===== src/rtl/page_addr_pkg.sv =====
package page_addr_pkg;
  typedef logic [3:0] district_t;
  typedef logic [1:0] block_t;
  typedef logic [4:0] yrow_t;

  localparam yrow_t RING_FIRST = 5'd8;
  localparam yrow_t RING_LAST  = 5'd31;

  function automatic logic row_code_ok(input yrow_t y);
    return (y < 5'd2) || (y >= RING_FIRST);
  endfunction

  function automatic yrow_t row_code_next(input yrow_t y);
    yrow_t n;
    if (y == RING_LAST || y == 5'd1) n = RING_FIRST;
    else                             n = y + 5'd1;
    return n;
  endfunction
endpackage


===== src/rtl/pag_col_ctr.sv =====
module pag_col_ctr #(
  parameter int COLS = 40,
  localparam int XW = $clog2(COLS)
) (
  input  logic          clk,
  input  logic          rst_n,
  input  logic          clear,
  input  logic          step,
  output logic [XW-1:0] x,
  output logic          last
);
  localparam logic [XW-1:0] XMAX = XW'(COLS - 1);

  assign last = (x == XMAX);

  always_ff @(posedge clk) begin
    if (!rst_n)      x <= '0;
    else if (clear)  x <= '0;
    else if (step)   x <= last ? '0 : x + 1'b1;
  end

  a_r3_col_range: assert property (@(posedge clk) disable iff (!rst_n) x <= XMAX);
  a_r3_col_wrap:  assert property (@(posedge clk) disable iff (!rst_n)
                    (step && !clear && last) |=> (x == '0));
endmodule


===== src/rtl/pag_blk_ctr.sv =====
module pag_blk_ctr
  import page_addr_pkg::*;
(
  input  logic   clk,
  input  logic   rst_n,
  input  logic   load,
  input  block_t base_in,
  input  logic   three_in,
  input  logic   step,
  output block_t blk,
  output logic   last_buf
);
  block_t     base_q;
  logic       three_q;
  logic [1:0] idx;

  assign last_buf = (idx == (three_q ? 2'd2 : 2'd1));

  always_ff @(posedge clk) begin
    if (!rst_n) begin
      base_q <= '0; three_q <= 1'b0; idx <= '0; blk <= '0;
    end else if (load) begin
      base_q <= base_in; three_q <= three_in; idx <= '0; blk <= base_in;
    end else if (step) begin
      if (last_buf) begin
        idx <= '0; blk <= base_q;
      end else begin
        idx <= idx + 2'd1; blk <= blk + 2'd1;
      end
    end
  end

  a_r4_blk_mod4: assert property (@(posedge clk) disable iff (!rst_n)
                   (step && !load && !last_buf) |=> (blk == $past(blk) + 2'd1));
  a_r5_blk_back: assert property (@(posedge clk) disable iff (!rst_n)
                   (step && !load && last_buf) |=> (blk == base_q));
endmodule


===== src/rtl/pag_row_ctr.sv =====
module pag_row_ctr
  import page_addr_pkg::*;
#(
  parameter int ROWS = 25,
  localparam int RW = $clog2(ROWS + 1)
) (
  input  logic  clk,
  input  logic  rst_n,
  input  logic  load,
  input  yrow_t y_in,
  input  logic  step,
  output yrow_t y,
  output logic  last_row
);
  logic [RW-1:0] ridx;

  assign last_row = (ridx == RW'(ROWS - 1));

  always_ff @(posedge clk) begin
    if (!rst_n) begin
      y <= '0; ridx <= '0;
    end else if (load) begin
      y <= y_in; ridx <= '0;
    end else if (step) begin
      y <= row_code_next(y);
      ridx <= last_row ? '0 : ridx + 1'b1;
    end
  end

  a_r5_ring_wrap: assert property (@(posedge clk) disable iff (!rst_n)
                    (step && !load && y == RING_LAST) |=> (y == RING_FIRST));
  a_r5_ring_up:   assert property (@(posedge clk) disable iff (!rst_n)
                    (step && !load && y >= RING_FIRST && y != RING_LAST) |=> (y == $past(y) + 5'd1));
endmodule


===== src/rtl/page_addr_gen.sv =====
module page_addr_gen
  import page_addr_pkg::*;
#(
  parameter int COLS = 40,
  parameter int ROWS = 25,
  localparam int XW = $clog2(COLS)
) (
  input  logic          clk,
  input  logic          rst_n,
  input  logic          start,
  input  logic [3:0]    cfg_district,
  input  logic [1:0]    cfg_block,
  input  logic [4:0]    cfg_row,
  input  logic          cfg_three,
  output logic          addr_valid,
  input  logic          addr_ready,
  output logic [3:0]    addr_district,
  output logic [1:0]    addr_block,
  output logic [4:0]    addr_row,
  output logic [XW-1:0] addr_col,
  output logic          row_done,
  output logic          page_done,
  output logic          err
);
  logic busy, fire, x_last, buf_last, row_last;
  logic desc_ok, start_ok, blk_step, row_step, page_end;
  district_t dist_q;

  assign desc_ok  = !cfg_block[0] && row_code_ok(cfg_row);
  assign start_ok = start && !busy && desc_ok;
  assign fire     = busy && addr_ready;
  assign blk_step = fire && x_last;
  assign row_step = blk_step && buf_last;
  assign page_end = row_step && row_last;

  pag_col_ctr #(.COLS(COLS)) u_col (
    .clk(clk), .rst_n(rst_n), .clear(start_ok), .step(fire),
    .x(addr_col), .last(x_last));

  pag_blk_ctr u_blk (
    .clk(clk), .rst_n(rst_n), .load(start_ok), .base_in(cfg_block),
    .three_in(cfg_three), .step(blk_step), .blk(addr_block), .last_buf(buf_last));

  pag_row_ctr #(.ROWS(ROWS)) u_row (
    .clk(clk), .rst_n(rst_n), .load(start_ok), .y_in(cfg_row),
    .step(row_step), .y(addr_row), .last_row(row_last));

  always_ff @(posedge clk) begin
    if (!rst_n) begin
      busy <= 1'b0; err <= 1'b0; dist_q <= '0;
      row_done <= 1'b0; page_done <= 1'b0;
    end else begin
      row_done  <= row_step;
      page_done <= page_end;
      if (start && !busy) err <= !desc_ok;
      if (start_ok) begin
        busy <= 1'b1; dist_q <= cfg_district;
      end else if (page_end) begin
        busy <= 1'b0;
      end
    end
  end

  assign addr_valid    = busy;
  assign addr_district = dist_q;

  a_r10_hold: assert property (@(posedge clk) disable iff (!rst_n)
                (addr_valid && !addr_ready) |=>
                ($stable(addr_col) && $stable(addr_block) && $stable(addr_row) && $stable(addr_district)));
  a_r6_district: assert property (@(posedge clk) disable iff (!rst_n)
                   (addr_valid && $past(addr_valid)) |-> $stable(addr_district));
  a_r5_legal_row: assert property (@(posedge clk) disable iff (!rst_n)
                    addr_valid |-> row_code_ok(addr_row));
  a_r8_page_end: assert property (@(posedge clk) disable iff (!rst_n)
                   page_done |-> !addr_valid);
  a_r9_err_idle: assert property (@(posedge clk) disable iff (!rst_n)
                   err |-> !addr_valid);
  a_r7_pulse: assert property (@(posedge clk) disable iff (!rst_n)
                row_done |=> !row_done || $past(addr_valid));
endmodule


===== config.mk =====
export PLATFORM = sky130hd
export DESIGN_NAME = page_addr_gen
export DESIGN_NICKNAME = d
export VERILOG_FILES = /design/src/rtl/page_addr_pkg.sv /design/src/rtl/pag_col_ctr.sv /design/src/rtl/pag_blk_ctr.sv /design/src/rtl/pag_row_ctr.sv /design/src/rtl/page_addr_gen.sv
export SDC_FILE = /design/constraint.sdc
export NUM_CORES = 1
export LEC_CHECK = 0
export BUFFER_PORTS_ARGS = -buffer_cell sky130_fd_sc_hd__buf_2
export CORE_MARGIN = 8
export CORE_UTILIZATION = 45
export CTS_CLUSTER_DIAMETER = 40
export DETAILED_ROUTE_END_ITERATION = 12
export GPL_TIMING_DRIVEN = 0
export MAX_ROUTING_LAYER = met4
export PLACE_DENSITY = 0.72
export SLEW_MARGIN = 5
export SYNTH_ARGS = -nofsm -noshare
export SYNTH_HDL_FRONTEND = slang
export SYNTH_HIERARCHICAL = 1
export SYNTH_SLANG_ARGS = --single-unit

===== constraint.sdc =====
create_clock -name clk -period 3.2 [get_ports clk]
set_clock_uncertainty 0.15 [all_clocks]
set_input_delay 0.96 -clock clk [delete_from_list [all_inputs] [get_ports clk]]
set_output_delay 0.96 -clock clk [all_outputs]
set_load 0.02 [all_outputs]

==> out/results.ini <==
[run_status]
status=finished, final reports clean

[cts]
postCtsSetupRepairBufs=0
clock_latency_ns=0.33
clkSlewWorstSetupHoldPaths_ns=0.10
hold_buffers=0
cts_tree=built
cts_sinks=31
cts.path.max_buffers=2
cts_buffers=5
cts_resized=0
ctsHtreeMaxLevel=2
cts_root_buf=clkbuf_4

[logic_synthesis]
synth_flop_cell=dfxtp_1
yosys.area.top_type=dfxtp_1
async_flop_share_pct=0
netlist_instances=181
synth-edff-count=0
synth-seq-cells=31
synth-compound-area-share_pct=15.7
synth_xor_area_share_pct=3.26
ys_seq_area_share_pct=38.4
synth_cell_types=49
synth_area_um2=1610
synthMuxAreaShare_pct=6.20
synth_top_family_by_area=simple AND/OR/NAND/NOR gates
synth-simple-area-share_pct=28.0
synth_fp_nets=202
yosys-top-cells-area=dfxtp_1 38%, mux2i_1 6.2%, nand2_1 4.7%
postSynthAreaPerCell_um2=8.92
synthAdderAreaFrac_pct=3.88
yosysWarnings=6
yosysTopAreaCellShare_pct=38.4

[drt]
final_antenna_net_count=0
drt_iter0_markers=67
route.vias.total=1426
drc_errors=0
post_drt_wl_per_cell_um=13.3
wirelength_um=3620
dr.pass1.iters=4
vias_per_cell=5.26

[setup_path]
arrival_ns=2.43
worst_path_most_repeated_cell=buf_2
critical_path_required_ns=3.28
crit_path_cell_trace=buf_2, nor2b_1, o311a_1, buf_6, buf_2, mux2i_1, o221ai_1, o2111a_1
critical_path_class=input port to register
end_kind=register
slowest_stage=mux2i_1
path_max_fanout=9
cpPeakStageDelay_ns=0.31
worst_setup_path_start_kind=input port

[floorplan]
pin_count=37
fp.dieH_um=75.9
fp-row-count=21
dieArea_um2=5760
coreArea_um2=3390
die_w_um=75.9
initial_core_util_pct=47.6

[timing]
rsz0062_at_grt=false
finalSetupViolCount=0
maxSlewHeadroom_pct=73.3
drv_slew=0
holdWs_ns=0.311
hold_viol_final=0
fin_crit_sh_pct=73.7
tns_ns=0
max_freq_mhz=424
tightest_slew_ns=0.401
period_needed_ns=2.36

[cells_and_area]
drive_gt1_share_pct=24.9
n_antenna_cell=0
syn_to_final_growth_pct=20.1
nets=245
fin_area_um2=1940
final_core_util_pct=57.2

[global_routing]
gr-total-overflow=0
grt_pass1_vias=1403
track_usage_pct=14.7
antenna_found_initial=0
grt_pass1_wl_um=6300
grt_max_degree=18

[power]
p_int_mw=0.619
p_switching_mw=0.195
sequentialPowerShare_pct=50.1
ir_drop_v=0.000325
p_per_area_nw_per_um2=420
p_leak_nw=0.827
clockPowerShare_pct=39.3
comb_power_share_pct=10.5
fin_total_pwr_mw=0.814
sw_frac_of_total_pct=24.0

[placed_design]
dp_hpwl_um=2680
place_congestion=0.812
placed_area_um2=1850
portBuffers=36

[job]
drv_cap=0

[hold_path]
holdCritPathClass=register to register

[layout by cell type (no fill, tap or decap), drive strengths merged, types with 4 or more instances in the layout]
master | synthesis | layout
nand2b | 4 | 4
nor2b | 7 | 7
nand4 | 6 | 6
buf | 5 | 41
clkbuf | 2 | 8
nand4b | 4 | 4
o21ai | 5 | 5
dfxtp | 31 | 31
ha | 5 | 5
nand2 | 20 | 20
nor3b | 4 | 4
inv | 9 | 9
xor2 | 4 | 4
mux2i | 10 | 10
nor2 | 8 | 8
a21oi | 15 | 15
[critical path: cells and delay by family]
kind	cells	cell delay [ns]
buf+inv	3	0.46
compound gates	3	0.55
simple gates	1	0.14
mux	1	0.31
[final cells by class]
class | instances | area, um^2
Fill cell | 324 | 1450
Multi-Input combinational cell | 134 | 921
Sequential cell | 31 | 621
Timing Repair Buffer | 36 | 180
Tap cell | 46 | 57.6
Clock buffer | 6 | 51.3
Buffer | 7 | 38.8
Clock inverter | 2 | 35.0
Inverter | 9 | 33.8
[cell usage after synthesis, types with 4 or more instances]
| master | instances |
|---|---|
| dfxtp_1 | 31 |
| nand2_1 | 20 |
| nor2_1 | 8 |
| mux2i_1 | 10 |
| o21ai_0 | 5 |
| buf_2 | 4 |
| nand4_1 | 6 |
| a21oi_1 | 14 |
| nand4b_1 | 4 |
| xor2_1 | 4 |
| inv_1 | 9 |
| nor2b_1 | 7 |
| nor3b_1 | 4 |
| ha_1 | 5 |
[final timing paths]
path	start	to	slack, ns	cells after the start
setup / recovery	start	u_blk/blk[1]$_SDFFE_PN0P_	0.84	8
hold / removal	addr_district[0]$_SDFFE_PN0P_	addr_district[0]$_SDFFE_PN0P_	0.31	2
setup reg to reg	u_col/x[0]$_SDFFE_PP0P_	u_row/ridx[2]$_SDFFE_PP0P_	0.85	8
hold reg to reg	addr_district[0]$_SDFFE_PN0P_	addr_district[0]$_SDFFE_PN0P_	0.31	2
[flip-flops by register name (all words and copies together), names as in the netlist]
name           cells
u_row/ridx         5
u_col/x            6
u_blk/blk          2
addr_district      4
u_blk/three_q      1
u_blk/idx          2
err                1
page_done          1
u_row/y            5
addr_valid         1
u_blk/base_q       2
row_done           1
[routing by layer]
layer  wire length, um  track usage (%)  up-vias
li1                  -                -      739
met1              1780             17.8      644
met2              1550             21.7       36
met3               234             5.13        7
met4                53             5.76        0
met5                 0                -        -
[power groups by stage]
stage | registers (mW) | clock network [mW] | logic, mW
2_1_floorplan | 0.426 | 0 | 0.0434
3_3_place_gp | 0.417 | 0 | 0.0854
3_5_place_dp | 0.417 | 0 | 0.0860
4_1_cts | 0.408 | 0.327 | 0.0866
5_1_grt | 0.410 | 0.347 | 0.0959
6_report | 0.408 | 0.320 | 0.0857
[stage by stage]
stage	setup WS (ns)	instances
2_1_floorplan	0.813	181
3_3_place_gp	0.606	263
3_5_place_dp	0.604	263
4_1_cts	0.856	271
5_1_grt	0.603	271
6_report	0.842	271
[cells by family (layout without fill, tap and decap cells)]
| logic type | count (synthesis) | after routing |
|---|---|---|
| AO/OA/AOI/OAI | 38 | 38 |
| XOR/XNOR | 6 | 6 |
| adder cells (fa/ha/maj) | 5 | 5 |
| buffers and inverters | 16 | 60 |
| flip-flops | 31 | 31 |
| multiplexers | 10 | 10 |
| AND/OR/NAND/NOR | 75 | 75 |
Note: power is estimated with default switching activity, not from simulation.
